### config.mk
export PLATFORM = sky130hd
export DESIGN_NAME = sdram_upkeep_sched
export DESIGN_NICKNAME = d
export VERILOG_FILES = /design/src/rtl/upk_pkg.sv /design/src/rtl/upk_gap_timer.sv /design/src/rtl/upk_refresh_debt.sv /design/src/rtl/upk_seq.sv /design/src/rtl/sdram_upkeep_sched.sv
export SDC_FILE = /design/constraint.sdc
export NUM_CORES = 1
export LEC_CHECK = 0
export BUFFER_PORTS_ARGS = -buffer_cell sky130_fd_sc_hd__buf_2
export CORE_ASPECT_RATIO = 0.8
export CORE_UTILIZATION = 55
export DETAILED_ROUTE_END_ITERATION = 8
export GPL_TIMING_DRIVEN = 0
export HOLD_SLACK_MARGIN = 0.12
export PLACE_DENSITY = 0.86
export SYNTH_ARGS = -nofsm -noshare
export SYNTH_HDL_FRONTEND = slang
export SYNTH_SLANG_ARGS = --single-unit
### constraint.sdc
create_clock -name clk -period 8.48 [get_ports clk]
set_input_delay 0.424 -clock clk [delete_from_list [all_inputs] [get_ports clk]]
set_output_delay 0.424 -clock clk [all_outputs]
set_load 0.005 [all_outputs]
### src/rtl/upk_pkg.sv
package upk_pkg;

    typedef enum logic [2:0] {
        CMD_NOP  = 3'd0,
        CMD_PALL = 3'd1,
        CMD_AREF = 3'd2,
        CMD_MRS  = 3'd3,
        CMD_SREF = 3'd4
    } upk_cmd_e;

    typedef enum logic [2:0] {
        ST_STABLE,
        ST_IPALL,
        ST_IREF,
        ST_IMRS,
        ST_WAIT,
        ST_RUN,
        ST_SELF,
        ST_EXIT
    } upk_state_e;

    typedef struct packed {
        logic     valid;
        upk_cmd_e cmd;
    } upk_req_t;

    // bits needed to hold the value v (at least one)
    function automatic int unsigned upk_bits(input int unsigned v);
        int unsigned b;
        b = $clog2(v + 1);
        return (b == 0) ? 1 : b;
    endfunction

    function automatic int unsigned upk_max(input int unsigned a, input int unsigned b);
        return (a > b) ? a : b;
    endfunction

endpackage

### src/rtl/upk_gap_timer.sv
module upk_gap_timer #(
    parameter int unsigned W         = 8,
    parameter int unsigned RESET_VAL = 0
) (
    input  logic         clk,
    input  logic         rst,
    input  logic         load,
    input  logic [W-1:0] load_val,
    output logic         zero
);

    logic [W-1:0] cnt;

    always_ff @(posedge clk) begin
        if (rst)
            cnt <= W'(RESET_VAL);
        else if (load)
            cnt <= load_val;
        else if (cnt != '0)
            cnt <= cnt - 1'b1;
    end

    assign zero = (cnt == '0);

    AST_GAP_COUNTDOWN: assert property (@(posedge clk) disable iff (rst)
        (!load && cnt != '0) |=> (cnt == $past(cnt) - W'(1)));

    AST_GAP_LOADED: assert property (@(posedge clk) disable iff (rst)
        load |=> (cnt == $past(load_val)));

endmodule

### src/rtl/upk_refresh_debt.sv
module upk_refresh_debt #(
    parameter int unsigned INTERVAL = 2078,
    parameter int unsigned DEBT_W   = 4
) (
    input  logic              clk,
    input  logic              rst,
    input  logic              run_en,
    input  logic              consume,
    output logic [DEBT_W-1:0] debt
);
    import upk_pkg::*;

    localparam int unsigned IW = upk_bits(INTERVAL);
    localparam logic [IW-1:0]     LAST     = IW'(INTERVAL - 1);
    localparam logic [DEBT_W-1:0] DEBT_MAX = {DEBT_W{1'b1}};

    logic [IW-1:0] phase;
    logic          tick;
    logic          full;
    logic          grow;

    assign tick = run_en && (phase == LAST);
    assign full = (debt == DEBT_MAX);
    assign grow = tick && (!full || consume);

    always_ff @(posedge clk) begin
        if (rst || !run_en)
            phase <= '0;
        else if (tick)
            phase <= '0;
        else
            phase <= phase + 1'b1;
    end

    always_ff @(posedge clk) begin
        if (rst || !run_en)
            debt <= '0;
        else if (grow && !consume)
            debt <= debt + 1'b1;
        else if (!grow && consume)
            debt <= debt - 1'b1;
    end

    AST_DEBT_SATURATES: assert property (@(posedge clk) disable iff (rst)
        (run_en && full && !consume) |=> (debt == DEBT_MAX));

    AST_DEBT_NO_LOSS: assert property (@(posedge clk) disable iff (rst)
        (run_en && !consume) |=> (debt >= $past(debt)));

    AST_CONSUME_OWED: assert property (@(posedge clk) disable iff (rst)
        consume |-> (debt != '0));

endmodule

### src/rtl/upk_seq.sv
module upk_seq #(
    parameter int unsigned ADDR_W     = 12,
    parameter logic [ADDR_W-1:0] MODE_WORD = 'h032,
    parameter int unsigned INIT_REFS  = 8,
    parameter int unsigned TMR_W      = 16,
    parameter int unsigned DEBT_W     = 4,
    parameter int unsigned T_RP       = 3,
    parameter int unsigned T_RC       = 9,
    parameter int unsigned T_MRD      = 2,
    parameter int unsigned T_XSR      = 10
) (
    input  logic              clk,
    input  logic              rst,
    input  logic              all_idle,
    input  logic              self_req,
    input  logic              grant,
    input  logic [DEBT_W-1:0] debt,
    input  logic              tmr_zero,
    output logic              tmr_load,
    output logic [TMR_W-1:0]  tmr_val,
    output logic              consume,
    output logic              run_en,
    output logic              req_valid,
    output logic [2:0]        req_cmd,
    output logic [ADDR_W-1:0] req_addr,
    output logic              cke,
    output logic              dqm_hold,
    output logic              init_done,
    output logic              traffic_hold
);
    import upk_pkg::*;

    localparam int unsigned IRW       = upk_bits(INIT_REFS);
    localparam logic [IRW-1:0] IREF_LAST = IRW'(INIT_REFS - 1);
    localparam logic [TMR_W-1:0] LD_RP  = TMR_W'(T_RP - 1);
    localparam logic [TMR_W-1:0] LD_RC  = TMR_W'(T_RC - 1);
    localparam logic [TMR_W-1:0] LD_MRD = TMR_W'(T_MRD - 1);
    localparam logic [TMR_W-1:0] LD_XSR = TMR_W'(T_XSR - 1);
    localparam int unsigned PALL_BIT = 10;

    upk_state_e     state, nxt, ret_q, nxt_ret;
    logic           done_q, done_set;
    logic [IRW-1:0] iref_q;
    logic           iref_inc;
    upk_req_t       req;
    logic [ADDR_W-1:0] pall_addr;

    generate
        if (ADDR_W > PALL_BIT) begin : g_a10
            assign pall_addr = ADDR_W'(1) << PALL_BIT;
        end else begin : g_no_a10
            assign pall_addr = '0;
        end
    endgenerate

    always_comb begin
        nxt      = state;
        nxt_ret  = ret_q;
        req      = '{valid: 1'b0, cmd: CMD_NOP};
        tmr_load = 1'b0;
        tmr_val  = '0;
        consume  = 1'b0;
        done_set = 1'b0;
        iref_inc = 1'b0;
        unique case (state)
            ST_STABLE: if (tmr_zero) nxt = ST_IPALL;
            ST_IPALL: begin
                req = '{valid: 1'b1, cmd: CMD_PALL};
                if (grant) begin
                    tmr_load = 1'b1; tmr_val = LD_RP;
                    nxt_ret  = ST_IREF; nxt = ST_WAIT;
                end
            end
            ST_IREF: begin
                req = '{valid: 1'b1, cmd: CMD_AREF};
                if (grant) begin
                    tmr_load = 1'b1; tmr_val = LD_RC;
                    iref_inc = 1'b1;
                    nxt_ret  = (iref_q == IREF_LAST) ? ST_IMRS : ST_IREF;
                    nxt      = ST_WAIT;
                end
            end
            ST_IMRS: begin
                req = '{valid: 1'b1, cmd: CMD_MRS};
                if (grant) begin
                    tmr_load = 1'b1; tmr_val = LD_MRD;
                    nxt_ret  = ST_RUN; nxt = ST_WAIT;
                end
            end
            ST_WAIT: begin
                if (tmr_zero) begin
                    nxt = ret_q;
                    if (ret_q == ST_RUN) done_set = 1'b1;
                end
            end
            ST_RUN: begin
                if (debt != '0)
                    req = '{valid: 1'b1, cmd: all_idle ? CMD_AREF : CMD_PALL};
                else if (self_req)
                    req = '{valid: 1'b1, cmd: all_idle ? CMD_SREF : CMD_PALL};
                if (req.valid && grant) begin
                    unique case (req.cmd)
                        CMD_AREF: begin
                            consume  = 1'b1;
                            tmr_load = 1'b1; tmr_val = LD_RC;
                            nxt_ret  = ST_RUN; nxt = ST_WAIT;
                        end
                        CMD_SREF: nxt = ST_SELF;
                        default: begin
                            tmr_load = 1'b1; tmr_val = LD_RP;
                            nxt_ret  = ST_RUN; nxt = ST_WAIT;
                        end
                    endcase
                end
            end
            ST_SELF: begin
                if (!self_req) begin
                    tmr_load = 1'b1; tmr_val = LD_XSR;
                    nxt = ST_EXIT;
                end
            end
            ST_EXIT: if (tmr_zero) nxt = ST_RUN;
            default: nxt = ST_STABLE;
        endcase
    end

    always_ff @(posedge clk) begin
        if (rst) begin
            state  <= ST_STABLE;
            ret_q  <= ST_IREF;
            done_q <= 1'b0;
            iref_q <= '0;
        end else begin
            state <= nxt;
            ret_q <= nxt_ret;
            if (done_set) done_q <= 1'b1;
            if (iref_inc) iref_q <= iref_q + 1'b1;
        end
    end

    always_comb begin
        unique case (req.cmd)
            CMD_PALL: req_addr = pall_addr;
            CMD_MRS:  req_addr = MODE_WORD;
            default:  req_addr = '0;
        endcase
    end

    assign req_valid    = req.valid;
    assign req_cmd      = req.cmd;
    assign cke          = (state != ST_SELF);
    assign dqm_hold     = !done_q;
    assign init_done    = done_q;
    assign run_en       = done_q && (state != ST_SELF) && (state != ST_EXIT);
    assign traffic_hold = !((state == ST_RUN) && (debt == '0) && !self_req);

    AST_INIT_REQ_HELD: assert property (@(posedge clk) disable iff (rst)
        (req_valid && !grant && !init_done) |=> (req_valid && $stable(req_cmd)));

    AST_REFRESH_BANKS_IDLE: assert property (@(posedge clk) disable iff (rst)
        (req_valid && (req_cmd == CMD_AREF || req_cmd == CMD_SREF)) |-> all_idle);

    AST_HOLD_WITH_REQ: assert property (@(posedge clk) disable iff (rst)
        req_valid |-> traffic_hold);

    AST_SELF_SILENT: assert property (@(posedge clk) disable iff (rst)
        !cke |-> !req_valid);

    AST_EXIT_QUIET: assert property (@(posedge clk) disable iff (rst)
        $rose(cke) |-> (!req_valid && traffic_hold));

    AST_DONE_STICKY: assert property (@(posedge clk) disable iff (rst)
        init_done |=> (init_done && !dqm_hold));

endmodule

### src/rtl/sdram_upkeep_sched.sv
module sdram_upkeep_sched #(
    parameter int unsigned CLK_MHZ       = 133,
    parameter int unsigned REF_WINDOW_US = 64000,
    parameter int unsigned REF_ROWS      = 4096,
    parameter int unsigned STABLE_US     = 200,
    parameter int unsigned INIT_REFS     = 8,
    parameter int unsigned T_RP          = 3,
    parameter int unsigned T_RC          = 9,
    parameter int unsigned T_MRD         = 2,
    parameter int unsigned T_XSR         = 10,
    parameter int unsigned DEBT_W        = 4,
    parameter int unsigned ADDR_W        = 12,
    parameter logic [ADDR_W-1:0] MODE_WORD = 'h032
) (
    input  logic              clk,
    input  logic              rst,
    input  logic              all_idle,
    input  logic              self_req,
    input  logic              req_grant,
    output logic              req_valid,
    output logic [2:0]        req_cmd,
    output logic [ADDR_W-1:0] req_addr,
    output logic              cke,
    output logic              dqm_hold,
    output logic              init_done,
    output logic              traffic_hold
);
    import upk_pkg::*;

    localparam int unsigned INTERVAL   = CLK_MHZ * REF_WINDOW_US / REF_ROWS;
    localparam int unsigned STABLE_CYC = CLK_MHZ * STABLE_US;
    localparam int unsigned GAP_MAX    = upk_max(upk_max(T_RP, T_RC), upk_max(T_MRD, T_XSR));
    localparam int unsigned TMR_W      = upk_bits(upk_max(STABLE_CYC, GAP_MAX));

    logic              tmr_load, tmr_zero, consume, run_en;
    logic [TMR_W-1:0]  tmr_val;
    logic [DEBT_W-1:0] debt;

    upk_gap_timer #(
        .W         (TMR_W),
        .RESET_VAL (STABLE_CYC - 1)
    ) i_timer (
        .clk      (clk),
        .rst      (rst),
        .load     (tmr_load),
        .load_val (tmr_val),
        .zero     (tmr_zero)
    );

    upk_refresh_debt #(
        .INTERVAL (INTERVAL),
        .DEBT_W   (DEBT_W)
    ) i_debt (
        .clk     (clk),
        .rst     (rst),
        .run_en  (run_en),
        .consume (consume),
        .debt    (debt)
    );

    upk_seq #(
        .ADDR_W    (ADDR_W),
        .MODE_WORD (MODE_WORD),
        .INIT_REFS (INIT_REFS),
        .TMR_W     (TMR_W),
        .DEBT_W    (DEBT_W),
        .T_RP      (T_RP),
        .T_RC      (T_RC),
        .T_MRD     (T_MRD),
        .T_XSR     (T_XSR)
    ) i_seq (
        .clk          (clk),
        .rst          (rst),
        .all_idle     (all_idle),
        .self_req     (self_req),
        .grant        (req_grant),
        .debt         (debt),
        .tmr_zero     (tmr_zero),
        .tmr_load     (tmr_load),
        .tmr_val      (tmr_val),
        .consume      (consume),
        .run_en       (run_en),
        .req_valid    (req_valid),
        .req_cmd      (req_cmd),
        .req_addr     (req_addr),
        .cke          (cke),
        .dqm_hold     (dqm_hold),
        .init_done    (init_done),
        .traffic_hold (traffic_hold)
    );

endmodule

==> results_dict.tcl, run 1 <==
set metrics [dict create \
    status "finished, final reports clean" \
    io_buffers 16 \
    clock-root-buffer "clkbuf_8" \
    grt_pass1_wl_microns 9110 \
    cpMaxStageDelayCell "or4_4" \
    synth_edf_count 0 \
    crit_chain "or4_4, buf_6, and4_2, nor2_1, nor3_1, ha_1, inv_1, ha_1, a21o_1, a21oi_1, mux2i_1, mux2i_1" \
    grt_max_degree 14 \
    ys_types 62 \
    syn-cell-area_sq_um 2560 \
    fillers 363 \
    end_kind "flip-flop" \
    p_total_mw 0.354 \
    swShare_pct 23.3 \
    hold_slack_ns 0.478 \
    fin_cells 382 \
    max_slew_margin_pct 49.7 \
    period_minus_slack_ns 2.98 \
    vias 2194 \
    critPathLaunchType "flip-flop" \
    crit_arrival_ns 3.22 \
    ir_drop_mv 0.109 \
    critical_path.max_fanout 9 \
    cts.sinks 42 \
    final-max-slew-violation-count 0 \
    synth_top_area_share_pct 32.8 \
    synth_top_area_cell "dfxtp_1" \
    ys.flop_type "dfxtp_1" \
    gp_congestion 0.989 \
    setup_viol 0 \
    rsz0062_at_grt "no" \
    drt_iter0_markers 117 \
    dp_hpwl_microns 3970 \
    die_height_microns 63.0 \
    antenna_found_initial 0 \
    ant_nets 0 \
    final.setup_skew_ns 0.00645 \
    switching_power_mw 0.0824 \
    wirelength_microns 5340 \
    cts_max_level 2 \
    timing.setup.tns_ns 0 \
    synth_area_leaders "dfxtp_1, nor2_1, xor2_1" \
    seq_area_frac_synth_pct 32.8 \
    path_clk_slew_ns 0.08 \
    ff2ff_setup_slack_ns 5.50 \
    initial_utilization_pct 59.1 \
    power_frac_seq_pct 56.5 \
    wire_per_inst_microns 14.0 \
    tightestPinTransition_ns 0.745 \
    slowest_delay_ns 0.53 \
    p_per_area_nw_per_um2 125 \
    insertedDiodeCount 0 \
    hold_path_class "flip-flop to flip-flop" \
    fin_crit_sh_pct 35.2 \
    ys_top_cells_by_count "dfxtp_1, nor2_1, o21ai_0" \
    seq_area_sq_um 841 \
    syn2layout_area_growth_pct 10.6 \
    core_area_sq_um 4340 \
    grt_pass1_vias 2014 \
    crit_required_ns 8.71 \
    timing_worst_setup_path_type "flip-flop to flip-flop" \
    cts_resized 0 \
    dp.cells 374 \
    ios 25 \
    grt_usage_pct 23.8 \
    p_leak_nw 1.12 \
    drc 0 \
    fmax_ghz 0.335 \
    synth_cells 294 \
    comb_power_share_pct 4.7 \
    rows 21 \
    ys_seq_elements 42 \
    vias_per_cell 5.74 \
    power_frac_clock_pct 38.8 \
    yosys_warnings 0 \
    cts_buffer_depth 2 \
    cts_tree "done" \
    max_cap_viol_count 0 \
    yosysMostFrequentCell "dfxtp_1" \
    finalHoldViolations 0 \
    synth_area_per_cell_sq_um 8.71 \
    die_w_microns 78.3 \
    drive_gt1_share_pct 19.7 \
    fin_nets 337 \
    multi_input_comb_area_sq_um 1510 \
    overflow 0 \
    dieArea_sq_um 4940 \
    power.internal_mw 0.271 \
    ctsHoldBuffers 0 \
    numCtsBuffers 5 \
    async_reset_ff_share_pct 0 \
    detail_route.first_pass.iterations 4 \
    post-cts-setup-buffers 0 \
    worstSkewPairLatency_ns 0.30 \
]
## power by group through the flow
stage                     combinational [mW]  clock (mW)  sequential [mW]
after global routing                  0.0182       0.148            0.200
after floorplan                       0.0114           0            0.204
final                                 0.0165       0.137            0.200
after global placement                0.0159           0            0.204
after detailed placement              0.0162           0            0.204
after CTS                             0.0164       0.140            0.200
## layout make-up
| type | instances | share of cell area (%) |
|---|---|---|
| Buffer | 24 | 6.67 |
| Clock buffer | 6 | 2.91 |
| Clock inverter | 2 | 0.442 |
| Inverter | 13 | 1.72 |
| Multi-Input combinational cell | 222 | 53.2 |
| Sequential cell | 42 | 29.7 |
| Tap cell | 57 | 2.52 |
| Timing Repair Buffer | 16 | 2.83 |
## state kept, by name (all words and copies together) (netlist names)
| signal | count |
|---|---|
| i_debt.debt | 4 |
| i_seq.state | 3 |
| i_seq.ret_q | 3 |
| i_debt.phase | 12 |
| i_timer.cnt | 15 |
| i_seq.iref_q | 4 |
| i_seq.init_done | 1 |
## cells in the final DEF (no fill, tap or decap), types with 2 or more instances in the layout
| master | netlist | routed |
|---|---|---|
| dfxtp_1 | 42 | 42 |
| nor2_1 | 32 | 32 |
| o21ai_0 | 17 | 17 |
| buf_2 | 0 | 16 |
| a21oi_1 | 15 | 15 |
| nand2_1 | 14 | 14 |
| inv_1 | 13 | 13 |
| clkbuf_8 | 5 | 11 |
| buf_4 | 11 | 11 |
| xor2_1 | 11 | 11 |
| nand4_1 | 8 | 8 |
| nand3_1 | 8 | 8 |
| mux2i_1 | 8 | 8 |
| conb_1 | 1 | 8 |
| ha_1 | 7 | 7 |
| clkbuf_1 | 6 | 6 |
| o31a_1 | 6 | 6 |
| nand2b_1 | 5 | 5 |
| xnor2_1 | 5 | 5 |
| or4_1 | 5 | 5 |
| nor4_1 | 4 | 4 |
| nor2b_1 | 4 | 4 |
| o21a_1 | 4 | 4 |
| nor3_1 | 4 | 4 |
| a31oi_1 | 4 | 4 |
| and2_1 | 3 | 3 |
| nor4bb_1 | 3 | 3 |
| and4_1 | 3 | 3 |
| o31ai_1 | 3 | 3 |
| or3_1 | 3 | 3 |
| or2_2 | 2 | 2 |
| and2_2 | 2 | 2 |
| and3_1 | 2 | 2 |
| or3_2 | 2 | 2 |
| nor4_4 | 2 | 2 |
| o41ai_1 | 2 | 2 |
| a211oi_1 | 2 | 2 |
## worst paths after layout
check	start	endpoint	cells past startpoint
hold reg to reg	i_debt.phase[0]$_SDFF_PP0_	i_debt.phase[0]$_SDFF_PP0_	1
setup / recovery	i_debt.debt[0]$_SDFFE_PP0P_	i_debt.debt[3]$_SDFFE_PP0P_	12
setup reg to reg	i_debt.debt[0]$_SDFFE_PP0P_	i_debt.debt[3]$_SDFFE_PP0P_	12
hold / removal	i_debt.phase[0]$_SDFF_PP0_	i_debt.phase[0]$_SDFF_PP0_	1
## critical path: cells and delay by family, from the launching register on
family / cells / cell delay [ns]
buf+inv: 2 / 0.30
compound gates: 2 / 0.41
flops: 1 / 0.38
mux: 2 / 0.44
fa+ha+maj: 2 / 0.46
simple gates: 4 / 0.93
## metal layers
layer	share of wire, %	wire length (microns)	vias up	GRT usage, %
met5	0	0	-	0
met4	2.2	117	0	10.6
met3	6.5	345	12	5.84
met2	44	2350	63	35.7
met1	47	2530	1017	32.0
li1	-	-	1102	-
## cells by family after synthesis
logic type	after synthesis	synth area share [%]
other cells	1	0.146
fa+ha+maj	8	4.20
compound gates	66	17.9
mux	8	3.13
xor+xnor	16	5.47
flops	42	32.8
simple gates	116	27.0
buf+inv	37	9.28
## metrics by stage
stage          setup slack (ns)  cell area [sq um]  utilization (%)
2_1_floorplan              5.77               2590                -
3_3_place_gp               5.60               2740             63.2
3_5_place_dp               5.51               2740             63.2
4_1_cts                    5.49               2830             65.4
5_1_grt                    5.30               2830             65.4
6_report                   5.50               2830             65.4
No activity file was read; power rests on OpenSTA's default activity.
==> inputs of run 2 (changes only) <==
--- a/config.mk
+++ b/config.mk
@@ -7,7 +7,7 @@
 export LEC_CHECK = 0
 export BUFFER_PORTS_ARGS = -buffer_cell sky130_fd_sc_hd__buf_2
 export CORE_ASPECT_RATIO = 0.8
-export CORE_UTILIZATION = 55
+export CORE_UTILIZATION = 53
 export DETAILED_ROUTE_END_ITERATION = 8
 export GPL_TIMING_DRIVEN = 0
 export HOLD_SLACK_MARGIN = 0.12
==> constraint.sdc (replaced) <==
create_clock -name clk -period 2.62 [get_ports clk]
set_input_delay 0.131 -clock clk [delete_from_list [all_inputs] [get_ports clk]]
set_output_delay 0.131 -clock clk [all_outputs]
set_load 0.005 [all_outputs]
==> results_dict.tcl, run 2 (same netlist as run 1, synthesis figures left out) <==
set metrics [dict create \
    numCtsBuffers 5 \
    cts_buffer_depth 2 \
    syn2layout_area_growth_pct 14.1 \
    crit_required_ns 2.84 \
    p_leak_nw 1.15 \
    ir_drop_mv 0.287 \
    critPathLaunchType "flip-flop" \
    final-max-slew-violation-count 0 \
    critPathTopFamily "simple AND/OR/NAND/NOR gates" \
    cts_tree "done" \
    fillers 391 \
    status "finished, final reports clean" \
    crit_buf_inv 1 \
    core_area_sq_um 4620 \
    slowest_delay_ns 0.54 \
    wire_per_inst_microns 14.4 \
    vias 2265 \
    io_buffers 16 \
    cpMaxStageDelayCell "or4_4" \
    final.setup_skew_ns 0.00838 \
    max_cap_viol_count 0 \
    grt_pass1_wl_microns 9430 \
    tightestPinTransition_ns 0.714 \
    worstSkewPairLatency_ns 0.30 \
    hold_path_class "primary input to flip-flop" \
    fin_crit_sh_pct 95.7 \
    ant_nets 0 \
    timing.setup.tns_ns 0 \
    period_minus_slack_ns 2.51 \
    detail_route.first_pass.iterations 5 \
    crit_arrival_ns 2.73 \
    reg_top3 "i_timer.cnt (15), i_debt.phase (12)" \
    drc 0 \
    final_cell_mix "dfxtp_1, nor2_1, o21ai_0, buf_4, buf_2" \
    dp_hpwl_microns 4010 \
    grt_max_degree 14 \
    antenna_found_initial 0 \
    largest_reg_flops 15 \
    end_kind "flip-flop" \
    final_util_pct 63.2 \
    dieArea_sq_um 5120 \
    ios 25 \
    rsz0062_at_grt "no" \
    die_w_microns 79.7 \
    ctsHoldBuffers 0 \
    rows 22 \
    overflow 0 \
    crit_top_cell "mux2i_1" \
    path_clk_slew_ns 0.08 \
    hold_slack_ns 0.191 \
    fmax_ghz 0.399 \
    insertedDiodeCount 0 \
    initial_utilization_pct 55.4 \
    wirelength_microns 5630 \
    fin_nets 342 \
    clock-root-buffer "clkbuf_8" \
    timing_worst_setup_path_type "flip-flop to flip-flop" \
    critical_path.max_fanout 3 \
    grt_usage_pct 23.7 \
    crit_chain "or4_4, and4_4, nor2_4, nor3_4, ha_2, inv_2, ha_1, a21o_1, a21oi_2, mux2i_1, mux2i_1" \
    setup_viol 0 \
    grt_pass1_vias 2061 \
    p_per_area_nw_per_um2 390 \
    cts.sinks 42 \
    p_total_mw 1.14 \
    drive_gt1_share_pct 23.9 \
    final_common_cell "dfxtp_1" \
    finalHoldViolations 0 \
    vias_per_cell 5.81 \
    max_slew_margin_pct 51.7 \
    drt_iter0_markers 223 \
    gp_congestion 0.939 \
    cts_max_level 2 \
    top_register "i_timer.cnt" \
    die_height_microns 64.2 \
]
## run 2: layer usage
layer	vias to the layer above	global-route usage, %	routed length [microns]
li1	1111	-	-
met1	1045	31.3	2590
met2	92	37.2	2520
met3	17	4.57	375
met4	0	10.9	148
met5	-	0	0
## run 2: through the flow
stage                     setup slack, ns  cell area (sq um)  std cells
after global routing             0.000767               2920        390
after global placement             -0.103               2750        377
after CTS                         0.00843               2900        390
final                               0.113               2920        390
after detailed placement           -0.149               2750        377
after floorplan                   0.00977               2590        301
## run 2: report_power, final
group          switching [mW]  total (mW)  internal (mW)
Sequential            0.00532       0.646          0.641
Combinational          0.0283      0.0521         0.0238
Clock                   0.231       0.443          0.212
## run 2: what timing repair did
item	CTS	global route
setup endpoints to repair	1	2
pin swaps	3	6
resized for setup	6	5
buffers inserted	5	1
## run 2: cell type report
class                           count  area [sq um]  area share (%)
Tap cell                           60          75.1            2.57
Sequential cell                    42           847            29.0
Inverter                           13          48.8            1.67
Timing Repair Buffer               22           125            4.28
Buffer                             23           178            6.08
Multi-Input combinational cell    222          1550            53.2
Clock buffer                        6          82.6            2.83
Clock inverter                      2          12.5           0.428
## run 2: worst register-to-register path, stage by stage (launching register included)
cell and delay [ns]:
dfxtp_4 0.35, or4_4 0.54, and4_4 0.23, nor2_4 0.10, nor3_4 0.04, ha_2 0.18
inv_2 0.06, ha_1 0.21, a21o_1 0.16, a21oi_2 0.14, mux2i_1 0.22, mux2i_1 0.19
## run 2: path summary, 6_finish.rpt
kind                                from                           to  slack, ns  depth (start not counted)
max          i_debt.debt[0]$_SDFFE_PP0P_  i_debt.debt[3]$_SDFFE_PP0P_       0.11                         11
min                                  rst  i_debt.debt[3]$_SDFFE_PP0P_       0.19                          3
max reg2reg  i_debt.debt[0]$_SDFFE_PP0P_  i_debt.debt[3]$_SDFFE_PP0P_       0.11                         11
min reg2reg   i_debt.phase[0]$_SDFF_PP0_   i_debt.phase[0]$_SDFF_PP0_       0.47                          1
